$ cat config.mk
export PLATFORM = sky130hd
export DESIGN_NAME = rng_frontend
export DESIGN_NICKNAME = d
export VERILOG_FILES = /design/src/rtl/rng_fe_pkg.sv /design/src/rtl/rng_fe_tick.sv /design/src/rtl/rng_fe_fill.sv /design/src/rtl/rng_fe_buffer.sv /design/src/rtl/rng_frontend.sv
export SDC_FILE = /design/constraint.sdc
export NUM_CORES = 1
export LEC_CHECK = 0
export ABC_AREA = 0
export CORE_UTILIZATION = 62
export DETAILED_ROUTE_END_ITERATION = 16
export PLACE_DENSITY = 0.81
export SLEW_MARGIN = 20
export SYNTH_ARGS = -nofsm -noshare
export SYNTH_HDL_FRONTEND = slang
export SYNTH_SLANG_ARGS = --single-unit
$ cat constraint.sdc
create_clock -name clk -period 4.2 [get_ports clk]
set_clock_uncertainty 0.05 [all_clocks]
set_input_delay 0.63 -clock clk [delete_from_list [all_inputs] [get_ports clk]]
set_output_delay 0.63 -clock clk [all_outputs]
set_load 0.02 [all_outputs]
$ cat src/rtl/rng_fe_pkg.sv
// Shared constants for the random number register front-end.
// Assumes an 8-bit byte address bus with 32-bit word registers.
package rng_fe_pkg;
    localparam int unsigned ADDR_W   = 8;
    localparam int unsigned WORD_W   = 32;
    localparam logic [7:0]  OFS_DIV  = 8'h00;
    localparam logic [7:0]  OFS_CTRL = 8'h20;
    localparam logic [7:0]  OFS_POST = 8'h30;
    localparam logic [7:0]  OFS_FILL = 8'h50;
    localparam logic [7:0]  OFS_BUF  = 8'h80;
    localparam int unsigned EN_BIT   = 31;
endpackage

$ cat src/rtl/rng_fe_tick.sv
// Sample tick generator: one-cycle pulse every 2*div clocks (div 0 acts as 1).
// Assumes restart is a one-cycle strobe; the phase counter holds at 0 while disabled.
module rng_fe_tick #(
    parameter int unsigned DIV_W = 15
) (
    input  logic             clk,
    input  logic             rst_n,
    input  logic             en,
    input  logic             restart,
    input  logic [DIV_W-1:0] div,
    output logic             tick
);
    logic [DIV_W:0] period;
    logic [DIV_W:0] cnt_q;

    // Period in clocks, with a zero divide value mapped to one.
    always_comb period = (div == '0) ? (DIV_W+1)'(2) : {div, 1'b0};

    assign tick = en && (cnt_q == period - 1'b1);

    // Phase counter: cleared by reset, disable or restart, wraps on tick.
    always_ff @(posedge clk) begin
        if (!rst_n)              cnt_q <= '0;
        else if (!en || restart) cnt_q <= '0;
        else if (tick)           cnt_q <= '0;
        else                     cnt_q <= cnt_q + 1'b1;
    end
endmodule

$ cat src/rtl/rng_fe_fill.sv
// Fill engine: holds the outstanding bit count and the next buffer bit position.
// Assumes load_val never exceeds the buffer size; load wins over a tick.
module rng_fe_fill #(
    parameter int unsigned PTR_W = 8,
    parameter int unsigned CNT_W = PTR_W + 1
) (
    input  logic             clk,
    input  logic             rst_n,
    input  logic             load,
    input  logic [CNT_W-1:0] load_val,
    input  logic             tick,
    output logic [CNT_W-1:0] remaining,
    output logic [PTR_W-1:0] ptr,
    output logic             cap_we
);
    assign cap_we = tick && (remaining != '0) && !load;

    // Count down per captured bit and advance the write position.
    always_ff @(posedge clk) begin
        if (!rst_n) begin
            remaining <= '0;
            ptr       <= '0;
        end else if (load) begin
            remaining <= load_val;
            ptr       <= '0;
        end else if (cap_we) begin
            remaining <= remaining - 1'b1;
            ptr       <= ptr + 1'b1;
        end
    end
endmodule

$ cat src/rtl/rng_fe_buffer.sv
// Output buffer: WORDS words of 32 bits, written one bit at a time at ptr.
// Assumes WORDS is a power of two, at least 2; ptr upper bits select the word.
module rng_fe_buffer #(
    parameter int unsigned WORDS = 8,
    parameter int unsigned PTR_W = $clog2(WORDS * 32)
) (
    input  logic                   clk,
    input  logic                   rst_n,
    input  logic                   we,
    input  logic [PTR_W-1:0]       ptr,
    input  logic                   din,
    output logic [WORDS-1:0][31:0] words
);
    localparam int unsigned WIDX_W = PTR_W - 5;

    for (genvar w = 0; w < WORDS; w++) begin : g_word
        // One storage word: cleared by reset, single-bit update when selected.
        always_ff @(posedge clk) begin
            if (!rst_n)
                words[w] <= '0;
            else if (we && (ptr[PTR_W-1:5] == WIDX_W'(w)))
                words[w][ptr[4:0]] <= din;
        end
    end
endmodule

$ cat src/rtl/rng_frontend.sv
// Register front-end for a random bit generator: divider, enable, post-processing
// and fill-request registers plus a word buffer filled from raw_bit.
// Assumes single-cycle writes and combinational reads on the address.
module rng_frontend
    import rng_fe_pkg::*;
#(
    parameter int unsigned WORDS = 8,
    parameter int unsigned DIV_W = 15
) (
    input  logic        clk,
    input  logic        rst_n,
    input  logic [7:0]  bus_addr,
    input  logic        bus_we,
    input  logic [31:0] bus_wdata,
    output logic [31:0] bus_rdata,
    input  logic        raw_bit
);
    localparam int unsigned MAX_BITS = WORDS * WORD_W;
    localparam int unsigned PTR_W    = $clog2(MAX_BITS);
    localparam int unsigned CNT_W    = PTR_W + 1;
    localparam int unsigned WIDX_W   = PTR_W - 5;

    logic [DIV_W-1:0]       div_q;
    logic                   en_q;
    logic [31:0]            post_q;
    logic                   fill_wr;
    logic [CNT_W-1:0]       req_bits;
    logic                   tick;
    logic [CNT_W-1:0]       remaining;
    logic [PTR_W-1:0]       ptr;
    logic                   cap_we;
    logic [WORDS-1:0][31:0] words;
    logic [7:0]             buf_off;
    logic                   buf_hit;

    assign fill_wr = bus_we && (bus_addr == OFS_FILL);

    // Clamp the requested bit count to the buffer capacity.
    always_comb begin
        if (bus_wdata > 32'(MAX_BITS)) req_bits = CNT_W'(MAX_BITS);
        else                           req_bits = bus_wdata[CNT_W-1:0];
    end

    // Configuration registers written from the bus.
    always_ff @(posedge clk) begin
        if (!rst_n) begin
            div_q  <= '0;
            en_q   <= 1'b0;
            post_q <= '0;
        end else if (bus_we) begin
            case (bus_addr)
                OFS_DIV:  div_q  <= bus_wdata[DIV_W:1];
                OFS_CTRL: en_q   <= bus_wdata[EN_BIT];
                OFS_POST: post_q <= bus_wdata;
                default:  ;
            endcase
        end
    end

    rng_fe_tick #(.DIV_W(DIV_W)) u_tick (
        .clk(clk), .rst_n(rst_n), .en(en_q), .restart(fill_wr),
        .div(div_q), .tick(tick)
    );

    rng_fe_fill #(.PTR_W(PTR_W), .CNT_W(CNT_W)) u_fill (
        .clk(clk), .rst_n(rst_n), .load(fill_wr), .load_val(req_bits),
        .tick(tick), .remaining(remaining), .ptr(ptr), .cap_we(cap_we)
    );

    rng_fe_buffer #(.WORDS(WORDS), .PTR_W(PTR_W)) u_buf (
        .clk(clk), .rst_n(rst_n), .we(cap_we), .ptr(ptr),
        .din(raw_bit), .words(words)
    );

    assign buf_off = bus_addr - OFS_BUF;
    assign buf_hit = (bus_addr >= OFS_BUF) && (buf_off < 8'(4 * WORDS))
                     && (buf_off[1:0] == 2'b00);

    // Read multiplexer over registers and buffer words.
    always_comb begin
        bus_rdata = '0;
        if (buf_hit) begin
            bus_rdata = words[buf_off[WIDX_W+1:2]];
        end else begin
            case (bus_addr)
                OFS_DIV:  bus_rdata = 32'({div_q, 1'b0});
                OFS_CTRL: bus_rdata[EN_BIT] = en_q;
                OFS_POST: bus_rdata = post_q;
                OFS_FILL: bus_rdata = 32'(remaining);
                default:  bus_rdata = '0;
            endcase
        end
    end
endmodule

==> impl_metrics.ini <==
[run_status]
status = finished, final reports clean

[placed_design]
place.gp.congestion = 0.900
hpwl_um = 33300
placed_cell_area_sq_um = 19600
numPortBuffers = 75

[clocking]
ctsHoldBuffers = 0
cts_root_buf = clkbuf_16
clkSinkCount = 337
cts_tree = yes
cts.path.max_buffers = 3
clock_latency_ns = 0.53
path_clk_slew_ns = 0.06
cts_max_level = 2
numCtsBuffers = 38

[drt]
drt-pass1-iter-count = 7
wl_per_cell_um = 21.1
ant_nets = 0
wl_um = 54500
drt-initial-drc-count = 2567
vias = 17397
avgViaCountPerCell = 6.74
drc = 0

[critical_path]
end_kind = primary output
crit_chain = clkdlybuf4s50_1 -> nor2_1 -> nand3_1 -> buf_12 -> a211oi_1 -> a21oi_1 -> clkdlybuf4s50_1
arrival_ns = 3.32
cpMostUsedCell = clkdlybuf4s50_1
crit_path_max_incr_delay_ns = 0.59
crit_type = in2out
startpoint_type = primary input
path_max_fanout = 17
crit_slowest_cell = clkdlybuf4s50_1
cp.required_ns = 3.52

[timing]
relSlewSlack = 0.204
finalHoldViolCount = 0
worstMarginPinSlew_ns = 1.19
finalSetupViolations = 0
period_minus_slack_ns = 4.00
period_share = 0.953
rsz0062_at_grt = false
max_freq_mhz = 250
maxSlewViolCount = 0
finalSetupTns_ns = 0

[final_layout]
nNetsFinal = 2219
drive_gt1_frac = 0.0974
fin_util = 0.717
fillers = 2085
diodes = 0
syn2layout_area_growth_pct = 12.4
design_area_sq_um = 20800

[power]
p_sw_w = 0.00155
switching_share = 0.229
max-vdd-ir-drop_uv = 294
cellLeakagePower_nw = 8.27
p_per_area_nw_per_um2 = 326
p_total_w = 0.00679
internal-power_w = 0.00523
combPwrFrac = 0.043
clkPwrFrac = 0.486
pwr-share-seq = 0.471

[global_routing]
grt_pass1_wl_um = 87200
grt_overflow_total = 0
grtUsageTotal = 0.349
antenna_found_initial = 2
grt_max_degree = 91
grt_pass1_vias = 16737

[logic_synthesis]
synth_top_flop_cell = dfxtp_1
synthCells = 2228
synth_area_per_cell_sq_um = 8.33
async_flop_share = 0
seq_area_frac_synth = 0.364
synth-warning-count = 0
netlist-cell-type-count = 59
synth_edf_count = 0
syn_nets = 2279
synth.area.top_cells = dfxtp_1 36%, mux2i_1 15%, nand3_1 8.3%, nand2_1 7.8%, mux4_2 7.8%
yosys.area.top_type = dfxtp_1
synth_top_area_share = 0.364
yosysMostFrequentCell = nand2_1
synth-seq-cells = 337
synthTopCellsByCount = 388 x nand2_1, 337 x dfxtp_1, 308 x nand3_1, 272 x mux2i_1, 266 x nor3_1
synth_area_sq_um = 18600

[worst_hold_path]
hold_path.class = reg2reg

[floorplan]
start_util = 0.638
rows = 62
die_y_um = 175
num_io_pins = 76
coreArea_sq_um = 29100
die_w_um = 175
die_area_sq_um = 30600

[job]
cap_viol_max_count = 0
critical path: cells and delay by family:
| kind | cells | cell delay [ns] |
|---|---|---|
| compound gates | 2 | 0.62 |
| buf+inv | 3 | 1.43 |
| simple gates | 2 | 0.64 |
power groups by stage:
stage	Sequential [W]	Combinational (W)	Clock, W
3_3_place_gp	0.00327	0.000286	0
2_1_floorplan	0.00327	0.000168	0
4_1_cts	0.00320	0.000287	0.00331
6_report	0.00320	0.000293	0.00330
5_1_grt	0.00320	0.000308	0.00344
3_5_place_dp	0.00327	0.000286	0
state kept, by name, summed over array words and instances (netlist names):
register          cells
div_q                15
en_q                  1
post_q               32
u_buf.words         256
u_fill.ptr            8
u_fill.remaining      9
u_tick.cnt_q         16
through the flow:
stage          worst slack, ns  std cells  hold WS (ns)
6_report                 0.198       2581         0.409
2_1_floorplan            0.420       2228         0.383
3_5_place_dp             0.161       2511         0.396
3_3_place_gp             0.270       2511         0.391
4_1_cts                  0.138       2580         0.407
5_1_grt                 0.0346       2581         0.422
repair_timing:
item / 4_1_cts / 5_1_grt
setup buffers: 0 / 1
setup endpoints to repair: 0 / 181
resized for setup: 0 / 3
hold endpoints to repair: 0 / 0
kinds of logic after synthesis:
logic type | synth area share
AND/OR/NAND/NOR | 0.276
multiplexers | 0.225
flip-flops | 0.364
buffers and inverters | 0.0541
AO/OA/AOI/OAI | 0.0626
XOR/XNOR | 0.0137
adder cells (fa/ha/maj) | 0.00472
layout make-up:
| type | count | area [sq um] | share of cell area |
|---|---|---|---|
| Clock buffer | 59 | 1140 | 0.0547 |
| Clock inverter | 10 | 97.6 | 0.00468 |
| Inverter | 9 | 33.8 | 0.00162 |
| Multi-Input combinational cell | 1641 | 10900 | 0.521 |
| Sequential cell | 337 | 6750 | 0.324 |
| Tap cell | 384 | 480 | 0.0230 |
| Timing Repair Buffer | 141 | 1490 | 0.0715 |
worst paths after layout:
check	startpoint	endpoint	slack [ns]	cells past startpoint
worst max-delay path	bus_addr[5]	bus_rdata[8]	0.20	7
worst min-delay path	u_buf.words[2]	u_buf.words[2]	0.41	2
worst max register to register	div_q[9]	u_buf.words[75]	0.21	14
worst min register to register	u_buf.words[2]	u_buf.words[2]	0.41	2
cell usage in the layout (no fill, tap or decap), types with 16 or more instances in the layout:
cell type        count
nand2_1            386
dfxtp_1            337
nand3_1            308
mux2i_1            272
nor3_1             266
clkdlybuf4s50_1     71
a21oi_1             68
mux4_2              64
buf_4               48
nor2_1              41
clkbuf_16           38
a22o_1              30
buf_12              20
nor4_1              18
nor2b_1             16
per-layer routing:
metal  GRT usage  share of wire  up-vias  routed length, um
li1            -              -     7852                  -
met1       0.461           0.40     8378              21900
met2       0.560           0.46      999              25300
met3      0.0709           0.10      164               5600
met4       0.138          0.031        4               1710
met5           0        0.00061        -                 33
Power figures use the tool's default switching activity.
